## config.mk

```make
export PLATFORM = sky130hd
export DESIGN_NAME = sd_dto_watchdog
export DESIGN_NICKNAME = d
export VERILOG_FILES = /design/src/rtl/sd_dto_pkg.sv /design/src/rtl/sd_dto_limit.sv /design/src/rtl/sd_dto_counter.sv /design/src/rtl/sd_dto_watchdog.sv
export SDC_FILE = /design/constraint.sdc
export NUM_CORES = 1
export LEC_CHECK = 0
export BUFFER_PORTS_ARGS = -buffer_cell sky130_fd_sc_hd__buf_2
export CORE_ASPECT_RATIO = 1.2
export CORE_MARGIN = 8
export CORE_UTILIZATION = 45
export CTS_CLUSTER_DIAMETER = 100
export CTS_CLUSTER_SIZE = 14
export DETAILED_ROUTE_END_ITERATION = 16
export PLACE_DENSITY_LB_ADDON = 0.1
export SKIP_LAST_GASP = 1
export SLEW_MARGIN = 25
export SYNTH_ARGS = -nofsm -noshare
export SYNTH_HDL_FRONTEND = slang
export SYNTH_SLANG_ARGS = --single-unit
```

## constraint.sdc

```tcl
create_clock -name clk -period 4.7 [get_ports clk]
set_input_delay 0 -clock clk [delete_from_list [all_inputs] [get_ports clk]]
set_output_delay 0 -clock clk [all_outputs]
set_load 0.05 [all_outputs]
```

## src/rtl/sd_dto_pkg.sv

```systemverilog
package sd_dto_pkg;
    typedef enum logic [1:0] {
        ST_IDLE    = 2'd0,
        ST_COUNT   = 2'd1,
        ST_EXPIRED = 2'd2
    } dto_state_e;

    localparam int unsigned CODE_W   = 4;
    localparam int unsigned CODE_MAX = 14;
endpackage

```

## src/rtl/sd_dto_limit.sv

```systemverilog
module sd_dto_limit
    import sd_dto_pkg::*;
#(
    parameter int unsigned BASE_SHIFT = 13,
    parameter int unsigned CNT_W      = BASE_SHIFT + CODE_MAX + 1
) (
    input  logic [CODE_W-1:0] code,
    output logic [CNT_W-1:0]  limit
);
    logic [CODE_W-1:0] eff_code;
    logic [CNT_W-1:0]  one_hot;

    always_comb begin
        eff_code = (code > CODE_W'(CODE_MAX)) ? CODE_W'(CODE_MAX) : code;
        one_hot  = CNT_W'(1) << (int'(eff_code) + int'(BASE_SHIFT));
        limit    = one_hot - CNT_W'(1);
    end
endmodule

```

## src/rtl/sd_dto_counter.sv

```systemverilog
module sd_dto_counter #(
    parameter int unsigned CNT_W = 28
) (
    input  logic             clk,
    input  logic             rst_n,
    input  logic             clear,
    input  logic             advance,
    output logic [CNT_W-1:0] count
);
    always_ff @(posedge clk) begin
        if (!rst_n || clear)
            count <= '0;
        else if (advance)
            count <= count + CNT_W'(1);
    end
endmodule

```

## src/rtl/sd_dto_watchdog.sv

```systemverilog
module sd_dto_watchdog
    import sd_dto_pkg::*;
#(
    parameter int unsigned BASE_SHIFT = 13
) (
    input  logic              clk,
    input  logic              rst_n,
    input  logic              sd_tick,
    input  logic              wait_data,
    input  logic              activity,
    input  logic [CODE_W-1:0] to_code,
    input  logic              clr_flag,
    output logic              timeout_flag,
    output logic              busy
);
    localparam int unsigned CNT_W = BASE_SHIFT + CODE_MAX + 1;

    dto_state_e       state_q, state_d;
    logic [CNT_W-1:0] limit;
    logic [CNT_W-1:0] count;
    logic             hit;
    logic             cnt_clear;
    logic             cnt_adv;
    logic             set_flag;
    logic             flag_q;

    sd_dto_limit #(.BASE_SHIFT(BASE_SHIFT), .CNT_W(CNT_W)) u_limit (
        .code  (to_code),
        .limit (limit)
    );

    sd_dto_counter #(.CNT_W(CNT_W)) u_cnt (
        .clk     (clk),
        .rst_n   (rst_n),
        .clear   (cnt_clear),
        .advance (cnt_adv),
        .count   (count)
    );

    assign hit = sd_tick && (count >= limit);

    always_ff @(posedge clk) begin
        if (!rst_n)
            state_q <= ST_IDLE;
        else
            state_q <= state_d;
    end

    always_comb begin
        state_d   = state_q;
        cnt_clear = 1'b0;
        cnt_adv   = 1'b0;
        set_flag  = 1'b0;
        unique case (state_q)
            ST_IDLE: begin
                cnt_clear = 1'b1;
                if (wait_data)
                    state_d = ST_COUNT;
            end
            ST_COUNT: begin
                if (!wait_data) begin
                    state_d   = ST_IDLE;
                    cnt_clear = 1'b1;
                end else if (activity) begin
                    cnt_clear = 1'b1;
                end else if (hit) begin
                    state_d   = ST_EXPIRED;
                    set_flag  = 1'b1;
                    cnt_clear = 1'b1;
                end else begin
                    cnt_adv = sd_tick;
                end
            end
            ST_EXPIRED: begin
                cnt_clear = 1'b1;
                if (!wait_data)
                    state_d = ST_IDLE;
            end
            default: state_d = ST_IDLE;
        endcase
    end

    always_ff @(posedge clk) begin
        if (!rst_n)
            flag_q <= 1'b0;
        else if (set_flag)
            flag_q <= 1'b1;
        else if (clr_flag)
            flag_q <= 1'b0;
    end

    always_comb begin
        timeout_flag = flag_q;
        busy         = (state_q == ST_COUNT);
    end
endmodule

```

* Word-level counts from Yosys, hierarchy flattened
Index checks and enable logic that the tools add are counted.
** Word-level totals
- Bits in registers :: 31
- Bits of input ports :: 10
- Output and inout port bits :: 2
- Logic and storage cells :: 42
** Cells by class
- Add/sub/neg operators :: 3
- $lt $le $gt $ge :: 2
- Equal/unequal tests :: 6
- Shift operators :: 1
- Multiplexer cells :: 20
- Reduce and logical (&&, ||, !) cells :: 7
** Operators by type and width (number)
- $shl 1x32->28 const A :: 1
- $add 28x1->28 const B :: 1
- $ge 28x28->1 :: 1
- $sub 28x1->28 const B :: 1
- $mux 1 :: 12
- $mux 2 :: 5
- $pmux 2 s3 :: 1
- $add 4x4->5 const B :: 1
- $gt 4x4->1 const B :: 1
- $mux 4 :: 1
- $ne 2x2->1 const B :: 2
- $reduce_and 4->1 :: 1
- $ne 3x2->1 const B :: 1
- $ne 3x3->1 const B :: 1
- $eq 2x1->1 const B :: 1
- $eq 2x2->1 const B :: 1
- $logic_not 2->1 :: 1
- $pmux 1 s2 :: 1
- $reduce_bool 2->1 :: 1
- $reduce_or 2->1 :: 1
- $logic_and 1x1->1 :: 1
- $logic_not 1->1 :: 1
- $logic_or 1x1->1 :: 1

* Depth between registers and ports, before layout
- Depth in word-level cells :: 12
- Gate-level depth with buffers :: 14

* By module
A second synthesis with hierarchy kept.
** Second synthesis, totals
- Cells, all modules :: 315
- Area total of the unflattened synthesis :: 2526.2 sq um
** Modules (own cells, without submodules)
- sd_dto_counter :: times used 1, cells each 152, area an instance 1326.3 sq um
- sd_dto_watchdog :: times used 1, cells each 112, area an instance 869.6 sq um
- sd_dto_limit :: times used 1, cells each 51, area an instance 330.3 sq um

* Worst setup path after synthesis
OpenSTA, ideal clock, no wires.
- Path kind :: in2reg
- Start point :: in to_code[1]
- End point :: reg u_cnt.count[24]
- Arrival :: 2205 ps
- Slack :: 2436 ps
- Cell stages on the path :: 10
- Path buffers :: 0
- Cell sequence :: or2_2 -> nand3_1 -> ha_1 -> a21o_1 -> a21o_1 -> a21oi_2 -> nand4b_2 -> or4_4 -> nor3b_2 -> o21ba_1
** Between the ends
- Cells in the longest elaborated chain, start to end :: 12
- Elaborated cells on any way between the ends :: 16
- Those cells by class :: add/sub (2); order compare (2); shift (1); mux (9); reduce/logical (2)
** RTL lines
- start: declaration :: RTL line sd_dto_watchdog.sv:11 : input logic [CODE_W-1:0] to_code,
- $gt 4x4->1 :: RTL line sd_dto_limit.sv:14 : eff_code = (code > CODE_W'(CODE_MAX)) ? CODE_W'(CODE_MAX) : code;
- $mux 4 (*) :: RTL line sd_dto_limit.sv:14
- $add 4x4->5 (*) :: RTL line sd_dto_limit.sv:15 : one_hot = CNT_W'(1) << (int'(eff_code) + int'(BASE_SHIFT));
- $shl 1x32->28 (*) :: RTL line sd_dto_limit.sv:15
- $sub 28x1->28 (*) :: RTL line sd_dto_limit.sv:16 : limit = one_hot - CNT_W'(1);
- $ge 28x28->1 (*) :: RTL line sd_dto_watchdog.sv:40 : assign hit = sd_tick && (count >= limit);
- $logic_and 1x1->1 (*) :: RTL line sd_dto_watchdog.sv:40
- $mux 1 :: RTL line sd_dto_watchdog.sv:66 : end else if (hit) begin
- $mux 1 :: RTL line sd_dto_watchdog.sv:64 : end else if (activity) begin
- $mux 1 :: RTL line sd_dto_watchdog.sv:61 : if (!wait_data) begin
- $pmux 1 s2 :: RTL line sd_dto_watchdog.sv:54 : unique case (state_q)
- $logic_or 1x1->1 :: RTL line sd_dto_counter.sv:11 : if (!rst_n || clear)
- end signal: assignment :: RTL line sd_dto_counter.sv:14 : count <= count + CNT_W'(1);
- end: declaration :: RTL line sd_dto_counter.sv:8 : output logic [CNT_W-1:0] count
Every way passes the cells marked *; elsewhere a longest branch is shown, timed or not.
A chain may end at the register's enable or synchronous reset.

* Worst setup path after layout
- Start point :: reg u_cnt.count[0]
- End point :: reg u_cnt.count[22]
** Between the ends
- Cells in the longest elaborated chain, start to end :: 7
- Elaborated cells on any way between the ends :: 12
- Those cells by class :: add/sub (1); order compare (1); mux (8); reduce/logical (2)
** RTL lines (RTL line)
- $ge 28x28->1 :: sd_dto_watchdog.sv:40
- $logic_and 1x1->1 :: sd_dto_watchdog.sv:40
- $mux 1 :: sd_dto_watchdog.sv:66
- $mux 1 :: sd_dto_watchdog.sv:64
- $mux 1 :: sd_dto_watchdog.sv:61
- $pmux 1 s2 :: sd_dto_watchdog.sv:54
- $logic_or 1x1->1 :: sd_dto_counter.sv:11
Parallel ways exist; a longest one is shown, timed or not.

==> metrics.csv <==
metric;value;unit
outcome;completed;
DRT iter0 DRCs;90;
Final Cycle Share;62.3;%
worst skew pair latency;290;ps
Gate power share;8.8;%
layer with the highest usage;met2;
Nets;345;
Pint;417;µW
DRT antenna net count;0;
initial antenna violation count;0;
fillcell total;523;
mapped cell area;0.00244;mm²
CTS tree;built;
setup slack, reg-to-reg;1770;ps
Via density;5.53;
number of inserted diodes;0;
share of layout cells above drive strength 1;14.1;%
R2R depth;10;
largest net degree at the start of global routing;29;
pwr dens;206;mW/mm²
clk slew on worst S/H paths;70;ps
final worst path period need;2930;ps
most frequent cells in the layout;dfxtp_1, ha_1, nor2_1;
CTS HTree Levels;2;
peak supply drop;0.105;mV
PortBufs;11;
Net Switching;136;µW
Unique masters post-synth;52;
Inst Count DP;358;
GRT met1 Usage;15.3;%
synthesis-stage register bit count;31;
Overflow after GRT;0;
Sw Ratio;24.6;%
die area;0.00806;mm²
Setup crit end;u_cnt.count[22];
Crit Reg-Reg Endpoint;u_cnt.count[22];
multi-input logic area;0.00175;mm²
Syn Inst Count;288;
sequential share of the synthesized area;25.4;%
Final Non-Filler Cells;368;
Sinks on Clock Net;31;
Setup crit end kind;flip-flop;
Ys Warns;0;
root buffer cell;clkbuf_8;
Final HPWL DP;3.89;mm
gpl congestion;0.779;
FMAX;342;MHz
Setup TNS;0;ps
post-cts resize count;0;
CTS buffer count;5;
crit-path max FO;28;
met2 GRT Util;22.5;%
clock power share;43.5;%
final slew viol count;0;
Critical Path Start Type;flip-flop;
CP Launch Point;u_cnt.count[0];
die height;96.7;µm
Lkg Pwr;1.13;nW
via count;2035;
Synth-to-Final Area Change;9.72;%
register area;621;µm²
commonest non-fill, non-tap cell in the layout;dfxtp_1;
die extent in x;83.3;µm
Final WS setup;1770;ps
pre-CTS setup slack;1540;ps
Mean Syn Cell Area;8.49;µm²
R2R Path Start;u_cnt.count[0];
Reg power frac;47.7;%
final WL;5.10;mm
Final setup viols;0;
crit path DAT;3110;ps
total track usage;13.0;%
I/O pin total;12;
worst clock skew;8.94;ps
met3 GRT Util;2.01;%
final hold vios;0;
WS Path Type;reg2reg;
site row count;29;
Clock Path Buffers;2;
WL/cell;13.8;µm
Max Cap Violations;0;
EDFF count, synth;0;
worst slew pin tran;773;ps
RSZ-0062 raised after global routing;no;
Hold Path Class;in2reg;
DRC;0;
Slew headroom;48.5;%
core area;0.00526;mm²
vias in the first global route;1933;
Starting Density;46.5;%
# hold bufs at CTS;2;
TritonRoute pass-1 iters;4;
first-pass GRT wire length;8.94;mm
setup bufs post-CTS;0;
Critical Path RT;4890;ps
Fin Hold WS;10.9;ps
top_reg_cell synth;dfxtp_1;
asr flop ratio synth;0;%
power groups by stage:
stage	logic, mW	registers [mW]	clock network [mW]
final	0.0487	0.263	0.241
after global routing	0.0558	0.263	0.253
after global placement	0.0458	0.269	0
after detailed placement	0.0463	0.269	0
after CTS	0.0476	0.263	0.245
after floorplan	0.0352	0.269	0
state kept, by name, indices dropped and copies added, names as in the netlist:
| name | count |
|---|---|
| u_cnt.count | 28 |
| state_q | 2 |
| timeout_flag | 1 |
area by class of cell:
cell class | count | area share [%]
tap | 62 | 2.89
clock buffer | 7 | 3.59
inverter | 12 | 1.68
sequential | 31 | 23.1
timing repair buffer | 14 | 3.08
multi-input combinational | 241 | 65.3
clock inverter | 1 | 0.280
synthesized netlist by cell type (3+ instances only):
cell	n	share of area [%]
and2_1	3	0.77
dfxtp_1	31	25
or2_2	3	0.77
nand4_1	16	4.1
xnor2_1	21	7.5
clkbuf_1	5	0.77
nand2_1	15	2.3
nor3_1	16	3.3
nor2_1	27	4.1
o31ai_1	3	0.92
nand3_1	10	2.0
buf_2	3	0.61
a21oi_1	15	3.1
nor3b_2	3	1.5
a21boi_0	3	0.92
ha_1	30	15
and4_1	3	1.1
o21ai_0	7	1.4
and3_1	10	2.6
a31o_2	3	1.1
inv_1	12	1.8
nor4_1	7	1.8
nor2b_1	3	0.77
a21o_1	6	1.8
per-stage QoR:
stage | utilization (%) | power [mW] | instance area (µm²)
floorplan | - | 0.304 | 2470
global placement | 48.6 | 0.315 | 2560
detailed placement | 48.6 | 0.316 | 2560
CTS | 51.0 | 0.556 | 2680
global route | 51.0 | 0.572 | 2680
finish | 51.0 | 0.553 | 2680
kinds of logic after synthesis:
kind of cell | Yosys count | synth area share [%]
compound gates | 47 | 14.5
xor+xnor | 21 | 7.52
fa+ha+maj | 30 | 15.4
buf+inv | 23 | 3.99
flops | 31 | 25.4
mux | 1 | 0.409
other cells | 2 | 0.307
simple gates | 133 | 32.5
critical path: stages, from the launching register on:
cell and delay, ps:
dfxtp_1 400, inv_1 60, ha_1 270, nand2b_4 120, a2111oi_4 60, or4_4 430, a31oi_4 140, buf_4 300
o21ai_1 140, a31oi_4 640, o21ba_2 250
layer usage:
layer  wire length, µm  vias up
met5                 0        -
met4                89        0
met3               103        7
met2              2580       28
met1              2330      924
li1                  -     1076
worst min path at each step:
stage,slack (ps),start,cells after the start,to
4_1_cts,10,sd_tick,3,state_q[1]
6_report,10,sd_tick,3,state_q[1]
5_1_grt,40,sd_tick,3,state_q[1]
2_1_floorplan,130,rst_n,1,timeout_flag
3_3_place_gp,280,rst_n,2,timeout_flag
3_5_place_dp,280,rst_n,2,timeout_flag
(Power assumes the default switching activity.)
